--- src/rtl/trip_prog_pkg.sv ---
package trip_prog_pkg;

  typedef enum logic [1:0] {
    MODE_NONE  = 2'd0,
    MODE_SET   = 2'd1,
    MODE_RESET = 2'd2
  } progMode_t;

  typedef enum logic [1:0] {
    ST_WAIT_HIGH = 2'd0,
    ST_IDLE      = 2'd1,
    ST_LOW       = 2'd2
  } seqState_t;

  // strobes from sequence control to the datapath
  typedef struct packed {
    logic capture;  // first low cycle: latch the current pin pattern
    logic abort;    // pattern moved during the low period
    logic fire;     // valid rising edge of chip select
  } seqStrobe_t;

endpackage

--- src/rtl/trip_prog_ctrl.sv ---
module trip_prog_ctrl
  import trip_prog_pkg::*;
#(
  parameter int MinLowCycles = 2
) (
  input  logic       clk,
  input  logic       rst_n,
  input  logic       csHigh,
  input  logic       modeMismatch,
  output seqStrobe_t strobe
);

  localparam int CntW = $clog2(MinLowCycles + 1);
  localparam logic [CntW-1:0] CntMax = CntW'(MinLowCycles);

  seqState_t state, stateNext;
  logic [CntW-1:0] lowCnt;

  always_comb begin
    stateNext = state;
    strobe    = '0;
    unique case (state)
      ST_WAIT_HIGH: if (csHigh) stateNext = ST_IDLE;
      ST_IDLE: begin
        if (!csHigh) begin
          strobe.capture = 1'b1;
          stateNext      = ST_LOW;
        end
      end
      ST_LOW: begin
        if (csHigh) begin
          strobe.fire = (lowCnt >= CntMax);
          stateNext   = ST_IDLE;
        end else if (modeMismatch) begin
          strobe.abort = 1'b1;
        end
      end
      default: stateNext = ST_WAIT_HIGH;
    endcase
  end

  always_ff @(posedge clk or negedge rst_n) begin
    if (!rst_n) begin
      state  <= ST_WAIT_HIGH;
      lowCnt <= '0;
    end else begin
      state <= stateNext;
      if (strobe.capture) begin
        lowCnt <= CntW'(1);
      end else if (state == ST_LOW && !csHigh && lowCnt < CntMax) begin
        lowCnt <= lowCnt + CntW'(1);
      end
    end
  end

endmodule

--- src/rtl/trip_prog_dp.sv ---
module trip_prog_dp
  import trip_prog_pkg::*;
(
  input  logic       clk,
  input  logic       rst_n,
  input  logic       wpHigh,
  input  logic       sckHigh,
  input  logic       hvOnSck,
  input  logic       hvOnSi,
  input  logic       reqBelow,
  input  seqStrobe_t strobe,
  output logic       modeMismatch,
  output logic       setCmd,
  output logic       resetCmd,
  output logic       orderErr,
  output logic       thrRaised
);

  progMode_t modeNow, capMode;

  // classify the present pin pattern
  always_comb begin
    modeNow = MODE_NONE;
    if (wpHigh && hvOnSi) begin
      if (hvOnSck)      modeNow = MODE_SET;
      else if (sckHigh) modeNow = MODE_RESET;
    end
  end

  assign modeMismatch = (modeNow != capMode);

  always_ff @(posedge clk or negedge rst_n) begin
    if (!rst_n) begin
      capMode   <= MODE_NONE;
      setCmd    <= 1'b0;
      resetCmd  <= 1'b0;
      orderErr  <= 1'b0;
      thrRaised <= 1'b0;
    end else begin
      setCmd   <= 1'b0;
      resetCmd <= 1'b0;
      orderErr <= 1'b0;
      if (strobe.capture)    capMode <= modeNow;
      else if (strobe.abort) capMode <= MODE_NONE;
      if (strobe.fire) begin
        unique case (capMode)
          MODE_SET: begin
            if (reqBelow && thrRaised) begin
              orderErr <= 1'b1;
            end else begin
              setCmd    <= 1'b1;
              thrRaised <= 1'b1;
            end
          end
          MODE_RESET: begin
            resetCmd  <= 1'b1;
            thrRaised <= 1'b0;
          end
          default: ;
        endcase
        capMode <= MODE_NONE;
      end
    end
  end

endmodule

--- src/rtl/trip_prog_detect.sv ---
module trip_prog_detect
  import trip_prog_pkg::*;
#(
  parameter int MinLowCycles = 2
) (
  input  logic clk,
  input  logic rst_n,
  input  logic csHigh,
  input  logic wpHigh,
  input  logic sckHigh,
  input  logic hvOnSck,
  input  logic hvOnSi,
  input  logic reqBelow,
  output logic setCmd,
  output logic resetCmd,
  output logic orderErr,
  output logic thrRaised
);

  seqStrobe_t strobe;
  logic       modeMismatch;

  trip_prog_ctrl #(.MinLowCycles(MinLowCycles)) ctrl_i (
    .clk          (clk),
    .rst_n        (rst_n),
    .csHigh       (csHigh),
    .modeMismatch (modeMismatch),
    .strobe       (strobe)
  );

  trip_prog_dp dp_i (
    .clk          (clk),
    .rst_n        (rst_n),
    .wpHigh       (wpHigh),
    .sckHigh      (sckHigh),
    .hvOnSck      (hvOnSck),
    .hvOnSi       (hvOnSi),
    .reqBelow     (reqBelow),
    .strobe       (strobe),
    .modeMismatch (modeMismatch),
    .setCmd       (setCmd),
    .resetCmd     (resetCmd),
    .orderErr     (orderErr),
    .thrRaised    (thrRaised)
  );

endmodule

--- config.mk ---
export PLATFORM = sky130hd
export DESIGN_NAME = trip_prog_detect
export DESIGN_NICKNAME = d
export VERILOG_FILES = /design/src/rtl/trip_prog_pkg.sv /design/src/rtl/trip_prog_ctrl.sv /design/src/rtl/trip_prog_dp.sv /design/src/rtl/trip_prog_detect.sv
export SDC_FILE = /design/constraint.sdc
export NUM_CORES = 1
export LEC_CHECK = 0
export BUFFER_PORTS_ARGS = -buffer_cell sky130_fd_sc_hd__buf_2
export CORE_AREA = 8 8 45 47
export CTS_BUF_LIST = sky130_fd_sc_hd__clkbuf_8
export CTS_CLUSTER_DIAMETER = 150
export CTS_CLUSTER_SIZE = 25
export DETAILED_ROUTE_END_ITERATION = 6
export DIE_AREA = 0 0 53 55
export SYNTH_ARGS = -nofsm -noshare
export SYNTH_HDL_FRONTEND = slang
export SYNTH_SLANG_ARGS = --single-unit
--- constraint.sdc ---
create_clock -name clk -period 1.4 [get_ports clk]
set_clock_uncertainty 0.05 [all_clocks]
set_input_delay 0 -clock clk [delete_from_list [all_inputs] [get_ports clk]]
set_output_delay 0 -clock clk [all_outputs]
set_load 0.03 [all_outputs]
---- Word level (Yosys, flattened, before mapping) ----
Cells that the tools add are included.
word-level totals
  register bits ........................... 10
  input bits .............................. 8
  output and inout port bits .............. 4
operators by class
  add/subtract/negate cells ............... 1
  $lt $le $gt $ge ......................... 2
  eq/ne operators ......................... 8
  muxes and demuxes ....................... 27
  reductions and logical operators ........ 12
operator list
  operator                                                                number
  2-bit 2-to-1 mux                                                        11
  1-bit 2-to-1 mux                                                        14
  2-bit by 1-bit equality test with 1-bit output (second input constant)  2
  2-bit equality test (second input constant)                             2
  1-bit logical AND                                                       4
  2-bit != test (second input constant)                                   2
  2-bit one-hot mux with 2 select lines                                   1
  2-bit nonzero test                                                      2
  3-bit AND reduction                                                     1
  3-bit nonzero test                                                      1
  2-bit by 1-bit adder with 2-bit output (second input constant)          1
  2-bit greater-or-equal comparator (second input constant)               1
  2-bit zero test                                                         1
  2-bit less-than comparator (second input constant)                      1
  2-bit by 1-bit != test with 1-bit output (second input constant)        1
  2-bit != test                                                           1
  1-bit one-hot mux with 2 select lines                                   1
  2-bit AND reduction                                                     1
  2-bit OR reduction                                                      1
  1-bit zero test                                                         1

---- Depth between registers and ports, before layout ----
Gate-level depths: netlist of run 1.
  depth in word-level cells ............... 10
  mapped depth ............................ 5
  gate-level depth less buffers ........... 4

---- By module ----
Synthesis of run 1 repeated with hierarchy kept, for this count alone.
unflattened totals
  cell total of the unflattened synthesis .. 50
  area total of the unflattened synthesis .. 510.5 µm²
by module, submodules not included
  module          times used  cells each  area an instance (µm²)  sequential area each (µm²)
  trip_prog_dp    1           26          271.5                   150.1
  trip_prog_ctrl  1           24          239.0                   100.1

---- Worst setup path before layout of run 1 ----
OpenSTA, ideal clock, no wires.
  path type ............................... flip-flop to flip-flop
  start ................................... register ctrl_i.state[0]
  end ..................................... register dp_i.capMode[1]
  data arrival time ....................... 1.067 ns
  required time ........................... 1.230 ns
  slack ................................... 0.163 ns
  stages on the path, launching flop included .. 6
  path buffers ............................ 1
  period minus slack after synthesis ...... 1.237 ns
  cells stage by stage .................... dfrtp_1 > buf_6 > nor3b_2 > nor2b_4 > and3b_1 > a31o_1
on the way
  longest elaborated chain between the ends .. 4
  elaborated cells between the ends (all ways) .. 7
  those cells by class .................... eq/ne: 2; mux: 4; reduce/logical: 1
RTL lines
  what                                            RTL line              RTL
  start: declaration                              trip_prog_ctrl.sv:16  seqState_t state, stateNext;
  start signal: assignment                        trip_prog_ctrl.sv:47  state <= stateNext;
  2-bit by 1-bit equality test with 1-bit output  trip_prog_ctrl.sv:22  unique case (state)
  1-bit 2-to-1 mux                                trip_prog_ctrl.sv:22
  2-bit 2-to-1 mux                                trip_prog_dp.sv:43    if (strobe.capture) capMode <= modeNow;
  2-bit 2-to-1 mux                                trip_prog_dp.sv:45    if (strobe.fire) begin
  end signal: assignment                          trip_prog_dp.sv:43
  end: declaration                                trip_prog_dp.sv:19    progMode_t modeNow, capMode;
Parallel ways exist; a longest one is shown, timed or not.
A chain may end at the register's enable or synchronous reset.

---- Worst setup path in the final report of run 1 ----
  start ................................... register dp_i.capMode[1]
  end ..................................... register dp_i.capMode[0]
on the way
  longest elaborated chain between the ends .. 5
RTL lines
  what                                 RTL line              RTL
  2-bit != test                        trip_prog_dp.sv:30    assign modeMismatch = (modeNow != capMode);
  1-bit 2-to-1 mux                     trip_prog_ctrl.sv:34  end else if (modeMismatch) begin
  1-bit 2-to-1 mux                     trip_prog_ctrl.sv:31  if (csHigh) begin
  2-bit 2-to-1 mux                     trip_prog_ctrl.sv:22
  3-bit nonzero test (no source line)  n/a
No other way between the ends.

==> flow_metrics.env, run 1 <==
export IMPL_outcome="complete, no violations"
export IMPL_hp_start="sckHigh"
export IMPL_swShare_pct=24.1
export IMPL_ios=12
export IMPL_relSlewSlack_pct=84.4
export IMPL_dp_cells=74
export IMPL_p_switching_uw=202
export IMPL_register_area_sq_um=250
export IMPL_fin_ws_ns=0.130
export IMPL_instances_no_fill=82
export IMPL_synth_most_common_cell="dfrtp_1"
export IMPL_final_util_pct=48.0
export IMPL_ys_ff_latch=10
export IMPL_clock_sinks=10
export IMPL_grt_total_usage_pct=7.77
export IMPL_synth_edff_count=0
export IMPL_ys_flop_type="dfrtp_1"
export IMPL_setup_tns_ns=0
export IMPL_grt_max_degree=11
export IMPL_ys_warn_count=0
export IMPL_clkPwrFrac_pct=42.6
export IMPL_synth_common_cells="10 x dfrtp_1, 8 x nor2_1, 4 x nand2_1"
export IMPL_async_reset_ff_share_pct=100
export IMPL_antenna_found_initial=0
export IMPL_diodes=0
export IMPL_r2r_start="dp_i.capMode[1]"
export IMPL_setup_viol=0
export IMPL_routed_wl_um=991
export IMPL_pre_cts_ws_ns=0.135
export IMPL_critPathMaxFanout=4
export IMPL_syn2layout_area_growth_pct=33.1
export IMPL_grt_pass1_vias=364
export IMPL_maxCapViolations=0
export IMPL_layout_drive_gt1_share_pct=33.3
export IMPL_die_x_um=53
export IMPL_fmax_mhz=787
export IMPL_placed_area_sq_um=563
export IMPL_synth_fp_nets=56
export IMPL_p_int_uw=635
export IMPL_syn_area_sq_um=499
export IMPL_overflow=0
export IMPL_wl_per_cell_um=12.1
export IMPL_hpwl_um=721
export IMPL_hold_ws_ns=0.0742
export IMPL_pwr_share_seq_pct=42.7
export IMPL_ir_drop_v=0.000729
export IMPL_drc_errors=0
export IMPL_cts_tree="yes"
export IMPL_yosys_top_cells_area="dfrtp_1 50%, nor2_1 6.0%, a31o_1 3.5%"
export IMPL_combPwrFrac_pct=14.7
export IMPL_fin_total_pwr_uw=837
export IMPL_reg2reg_slack_ns=0.13
export IMPL_multi_input_area_sq_um=225
export IMPL_synth_top_area_share_pct=50.1
export IMPL_grt_pass1_wl_um=1610
export IMPL_worstSetupStartpoint="dp_i.capMode[1]"
export IMPL_cts_buffers=3
export IMPL_worstSetupStartpointType="register"
export IMPL_io_buffers=11
export IMPL_die_area_sq_um=2920
export IMPL_via_count=400
export IMPL_fillers=138
export IMPL_crit_arrival_ns=1.34
export IMPL_post_cts_repair_setup_buffers=0
export IMPL_vias_per_cell=4.88
export IMPL_htreeDepth=1
export IMPL_coreArea_sq_um=1380
export IMPL_ys_types=22
export IMPL_seq_area_frac_synth_pct=50.1
export IMPL_end_kind="register"
export IMPL_yosys_area_top_type="dfrtp_1"
export IMPL_hold_viol_final=0
export IMPL_design_area_sq_um=664
export IMPL_fin_crit_ns=1.27
export IMPL_path_class="reg2reg"
export IMPL_ant_nets=0
export IMPL_initial_core_util_pct=36.1
export IMPL_worst_pin_slew_ns=0.234
export IMPL_slew_viol_final=0
export IMPL_fp_dieH_um=55
export IMPL_clk_pin_slew_ns=0.04
export IMPL_cts_root_buf="clkbuf_8"
export IMPL_rows=14
export IMPL_hold_class="in2reg"
export IMPL_drt_initial_drc_count=8
export IMPL_clock_latency_ns=0.24
export IMPL_gp_congestion=0.737
export IMPL_fin_crit_sh_pct=90.7
export IMPL_rsz0062_at_grt="no"
export IMPL_power_density_nw_per_um2=1260
export IMPL_clockBufferDepth=2
export IMPL_worstPathRequired_ns=1.47
export IMPL_postSynthCellCount=48
export IMPL_dr_pass1_iters=4
export IMPL_p_leak_nw=0.314
export IMPL_final_nets=75
export IMPL_syn_area_per_cell_sq_um=10.4
## critical path: stages, from the launching register on
cell      delay (ns)
dfrtp_1         0.40
nor4bb_2        0.18
a31oi_1         0.17
o211ai_2        0.10
a32o_1          0.26
## power by group through the flow
stage / Combinational, mW / Clock, mW / Sequential, mW
detailed placement: 0.116 / 0 / 0.359
global placement: 0.115 / 0 / 0.359
floorplan: 0.0947 / 0 / 0.347
CTS: 0.124 / 0.368 / 0.356
finish: 0.123 / 0.357 / 0.357
global route: 0.139 / 0.380 / 0.361
## final cells by class
cell class                 count  area share (%)
sequential                    10            37.7
multi-input combinational     33            33.9
timing repair buffer          16            15.4
clock buffer                   4            8.29
tap                           16            3.01
inverter                       3            1.69
## cell families (layout without fill, tap and decap cells)
group / after synthesis / in the layout / synth area share (%)
buffers and inverters: 5 / 23 / 6.02
AOI/OAI and AO/OA: 13 / 13 / 19.0
DFF: 10 / 10 / 50.1
and+or+nand+nor: 19 / 19 / 23.1
xor gates and xnor gates: 1 / 1 / 1.75
## state kept, by name, indices dropped and copies added, names as in the netlist
name            cells
dp_i.resetCmd       1
dp_i.setCmd         1
ctrl_i.state        2
dp_i.orderErr       1
dp_i.capMode        2
dp_i.thrRaised      1
ctrl_i.lowCnt       2
## timing repair
item	CTS	global route
endpoints found under the setup margin	0	1
hold buffers	4	0
resized for setup	0	1
hold endpoints to repair	14	0
## per-layer routing
metal | vias to the layer above | GRT usage [%] | routed length (um)
met5 | - | 0 | 0
met4 | 0 | 2.59 | 7
met3 | 2 | 5.61 | 87
met2 | 10 | 11.7 | 452
met1 | 183 | 8.41 | 444
li1 | 205 | - | -
## path summary, 6_finish.rpt
kind	end	cells after the start
setup / recovery	dp_i.capMode[0]	4
hold / removal	dp_i.capMode[1]	3
setup reg to reg	dp_i.capMode[0]	4
hold reg to reg	dp_i.setCmd	1
max in group asynchronous	dp_i.capMode[1]	2
min in group asynchronous	ctrl_i.lowCnt[1]	2
## cells in the final DEF (no fill, tap or decap), types with 2 or more instances in the layout
cell type,n
buf_2,11
a31o_1,2
o21ai_0,2
dfrtp_1,10
dlygate4sd3_1,4
clkbuf_8,4
a21oi_1,3
nand2_1,4
nor2_1,8
inv_1,3
a31oi_1,2
No activity file was read; power rests on OpenSTA's default activity.
==> run 2: changes to the inputs <==
- CTS_CLUSTER_SIZE: 25 -> 40
- clock period: 1.4 -> 1.36 ns (I/O delays scaled with it)
==> run 2 against run 1 <==
  * Setup slack worse by 0.038 ns
  * Via count down 2.5%
  * Count of clock-buffer cells in the layout unchanged
  * Sequential power up 3%
  * Sequential cell count unchanged
  * Cell count unchanged
  * Utilization up 0.091 points
  * Fmax up 0.16%
  * Critical path depth unchanged
  * Power up 2.8%
  * Hold slack better by 0.0036 ns
==> flow_metrics.env, run 2 (same netlist as run 1, synthesis figures left out) <==
export IMPL_hpwl_um=698
export IMPL_top_usage_layer="met2"
export IMPL_critPathMaxFanout=8
export IMPL_reg2reg_depth=4
export IMPL_end_kind="register"
export IMPL_final_cell_mix="11 x buf_2, 9 x dfrtp_1, 8 x nor2_1"
export IMPL_io_buffers=11
export IMPL_final_nets=75
export IMPL_via_count=390
export IMPL_crit_arrival_ns=1.34
export IMPL_fmax_mhz=789
export IMPL_initial_core_util_pct=36.1
export IMPL_drt_initial_drc_count=3
export IMPL_reg_largest_list="ctrl_i.lowCnt (2), ctrl_i.state (2), dp_i.capMode (2)"
export IMPL_cts_buffers=3
export IMPL_ir_drop_v=0.000671
export IMPL_die_x_um=53
export IMPL_hold_class="in2reg"
export IMPL_ant_nets=0
export IMPL_post_cts_repair_setup_buffers=0
export IMPL_layout_drive_gt1_share_pct=34.8
export IMPL_fin_crit_ns=1.27
export IMPL_setup_tns_ns=0
export IMPL_wl_per_cell_um=11.1
export IMPL_final_util_pct=48.1
export IMPL_vias_per_cell=4.76
export IMPL_htreeDepth=1
export IMPL_clock_latency_ns=0.24
export IMPL_routed_wl_um=907
export IMPL_holdPathStages=3
export IMPL_overflow=0
export IMPL_coreArea_sq_um=1380
export IMPL_met3_usage_pct=4.81
export IMPL_fin_total_pwr_uw=860
export IMPL_worstSetupStartpointType="register"
export IMPL_mostFrequentLayoutCell="buf_2"
export IMPL_fin_crit_sh_pct=93.2
export IMPL_r2r_start="ctrl_i.state[0]"
export IMPL_ios=12
export IMPL_worstPathRequired_ns=1.43
export IMPL_r2r_end="dp_i.capMode[1]"
export IMPL_worst_pin_slew_ns=0.226
export IMPL_grt_max_degree=11
export IMPL_rows=14
export IMPL_die_area_sq_um=2920
export IMPL_grt_pass1_wl_um=1540
export IMPL_syn2layout_area_growth_pct=33.3
export IMPL_maxCapViolations=0
export IMPL_cts_tree="yes"
export IMPL_setup_viol=0
export IMPL_slew_viol_final=0
export IMPL_globalRouteMet1Util_pct=7.94
export IMPL_p_leak_nw=0.312
export IMPL_gp_congestion=0.694
export IMPL_grt_total_usage_pct=7.66
export IMPL_whs_endpoint="dp_i.capMode[1]"
export IMPL_drc_errors=0
export IMPL_fp_dieH_um=55
export IMPL_clockBufferDepth=2
export IMPL_power_density_nw_per_um2=1290
export IMPL_path_class="reg2reg"
export IMPL_reg2reg_slack_ns=0.09
export IMPL_cts_root_buf="clkbuf_8"
export IMPL_diodes=0
export IMPL_hp_start="sckHigh"
export IMPL_dr_pass1_iters=3
export IMPL_clock_sinks=10
export IMPL_hold_viol_final=0
export IMPL_use_met2_pct=10.7
export IMPL_clk_pin_slew_ns=0.04
export IMPL_grt_pass1_vias=363
export IMPL_antenna_found_initial=0
export IMPL_relSlewSlack_pct=84.9
export IMPL_outcome="complete, no violations"
[run 2: changes by cell type in the layout (fill, tap and decap cells not counted)]
| cell | delta |
|---|---|
| dfrtp_1 | -1 |
| dfrtp_2 | +1 |
[run 2: repair_timing]
item / 4_1_cts / 5_1_grt
hold endpoints to repair: 14 / 0
gates resized for setup: 0 / 2
hold buffers: 4 / 0
setup endpoints to repair: 0 / 1
[run 2: how the worst max path moves through the flow]
| stage | endpoint | startpoint | cells past startpoint |
|---|---|---|---|
| final | dp_i.capMode[1] | ctrl_i.state[0] | 4 |
| after global routing | dp_i.capMode[0] | hvOnSck | 6 |
| after CTS | dp_i.capMode[1] | ctrl_i.state[0] | 4 |
| after detailed placement | dp_i.capMode[1] | ctrl_i.state[0] | 4 |
| after global placement | dp_i.capMode[0] | dp_i.capMode[0] | 4 |
| after floorplan | dp_i.capMode[1] | ctrl_i.state[0] | 5 |
[run 2: final cells by class]
| type | instances | area [sq um] |
|---|---|---|
| Timing Repair Buffer | 16 | 103 |
| Fill cell | 137 | 718 |
| Tap cell | 16 | 20.0 |
| Inverter | 3 | 11.3 |
| Multi-Input combinational cell | 33 | 225 |
| Clock buffer | 4 | 55.1 |
| Sequential cell | 10 | 251 |
[run 2: metal layers]
layer	vias up	share of wire, %
met2	10	44
met4	0	3.4
met5	-	0
li1	202	-
met1	173	43
met3	5	9.5
[run 2: report_power, final]
group	switching (mW)	internal [mW]	leakage, nW
Clock	0.113	0.254	0.0288
Sequential	0.0381	0.330	0.128
Combinational	0.0549	0.0695	0.156
[run 2: stage by stage]
stage,area (sq um),std cells,worst slack [ns],hold slack [ns]
finish,666,82,0.0921,0.0777
global route,666,82,-0.0146,0.0879
CTS,658,82,0.0915,0.0734
detailed placement,563,74,0.0999,-0.178
global placement,563,74,0.104,-0.174
floorplan,499,48,0.123,-0.346
[run 2: critical path: stages (launching register included)]
cell and delay [ns]:
dfrtp_1 0.44, nor3b_2 0.19, nor2b_4 0.12, and3b_1 0.18, a31o_1 0.18
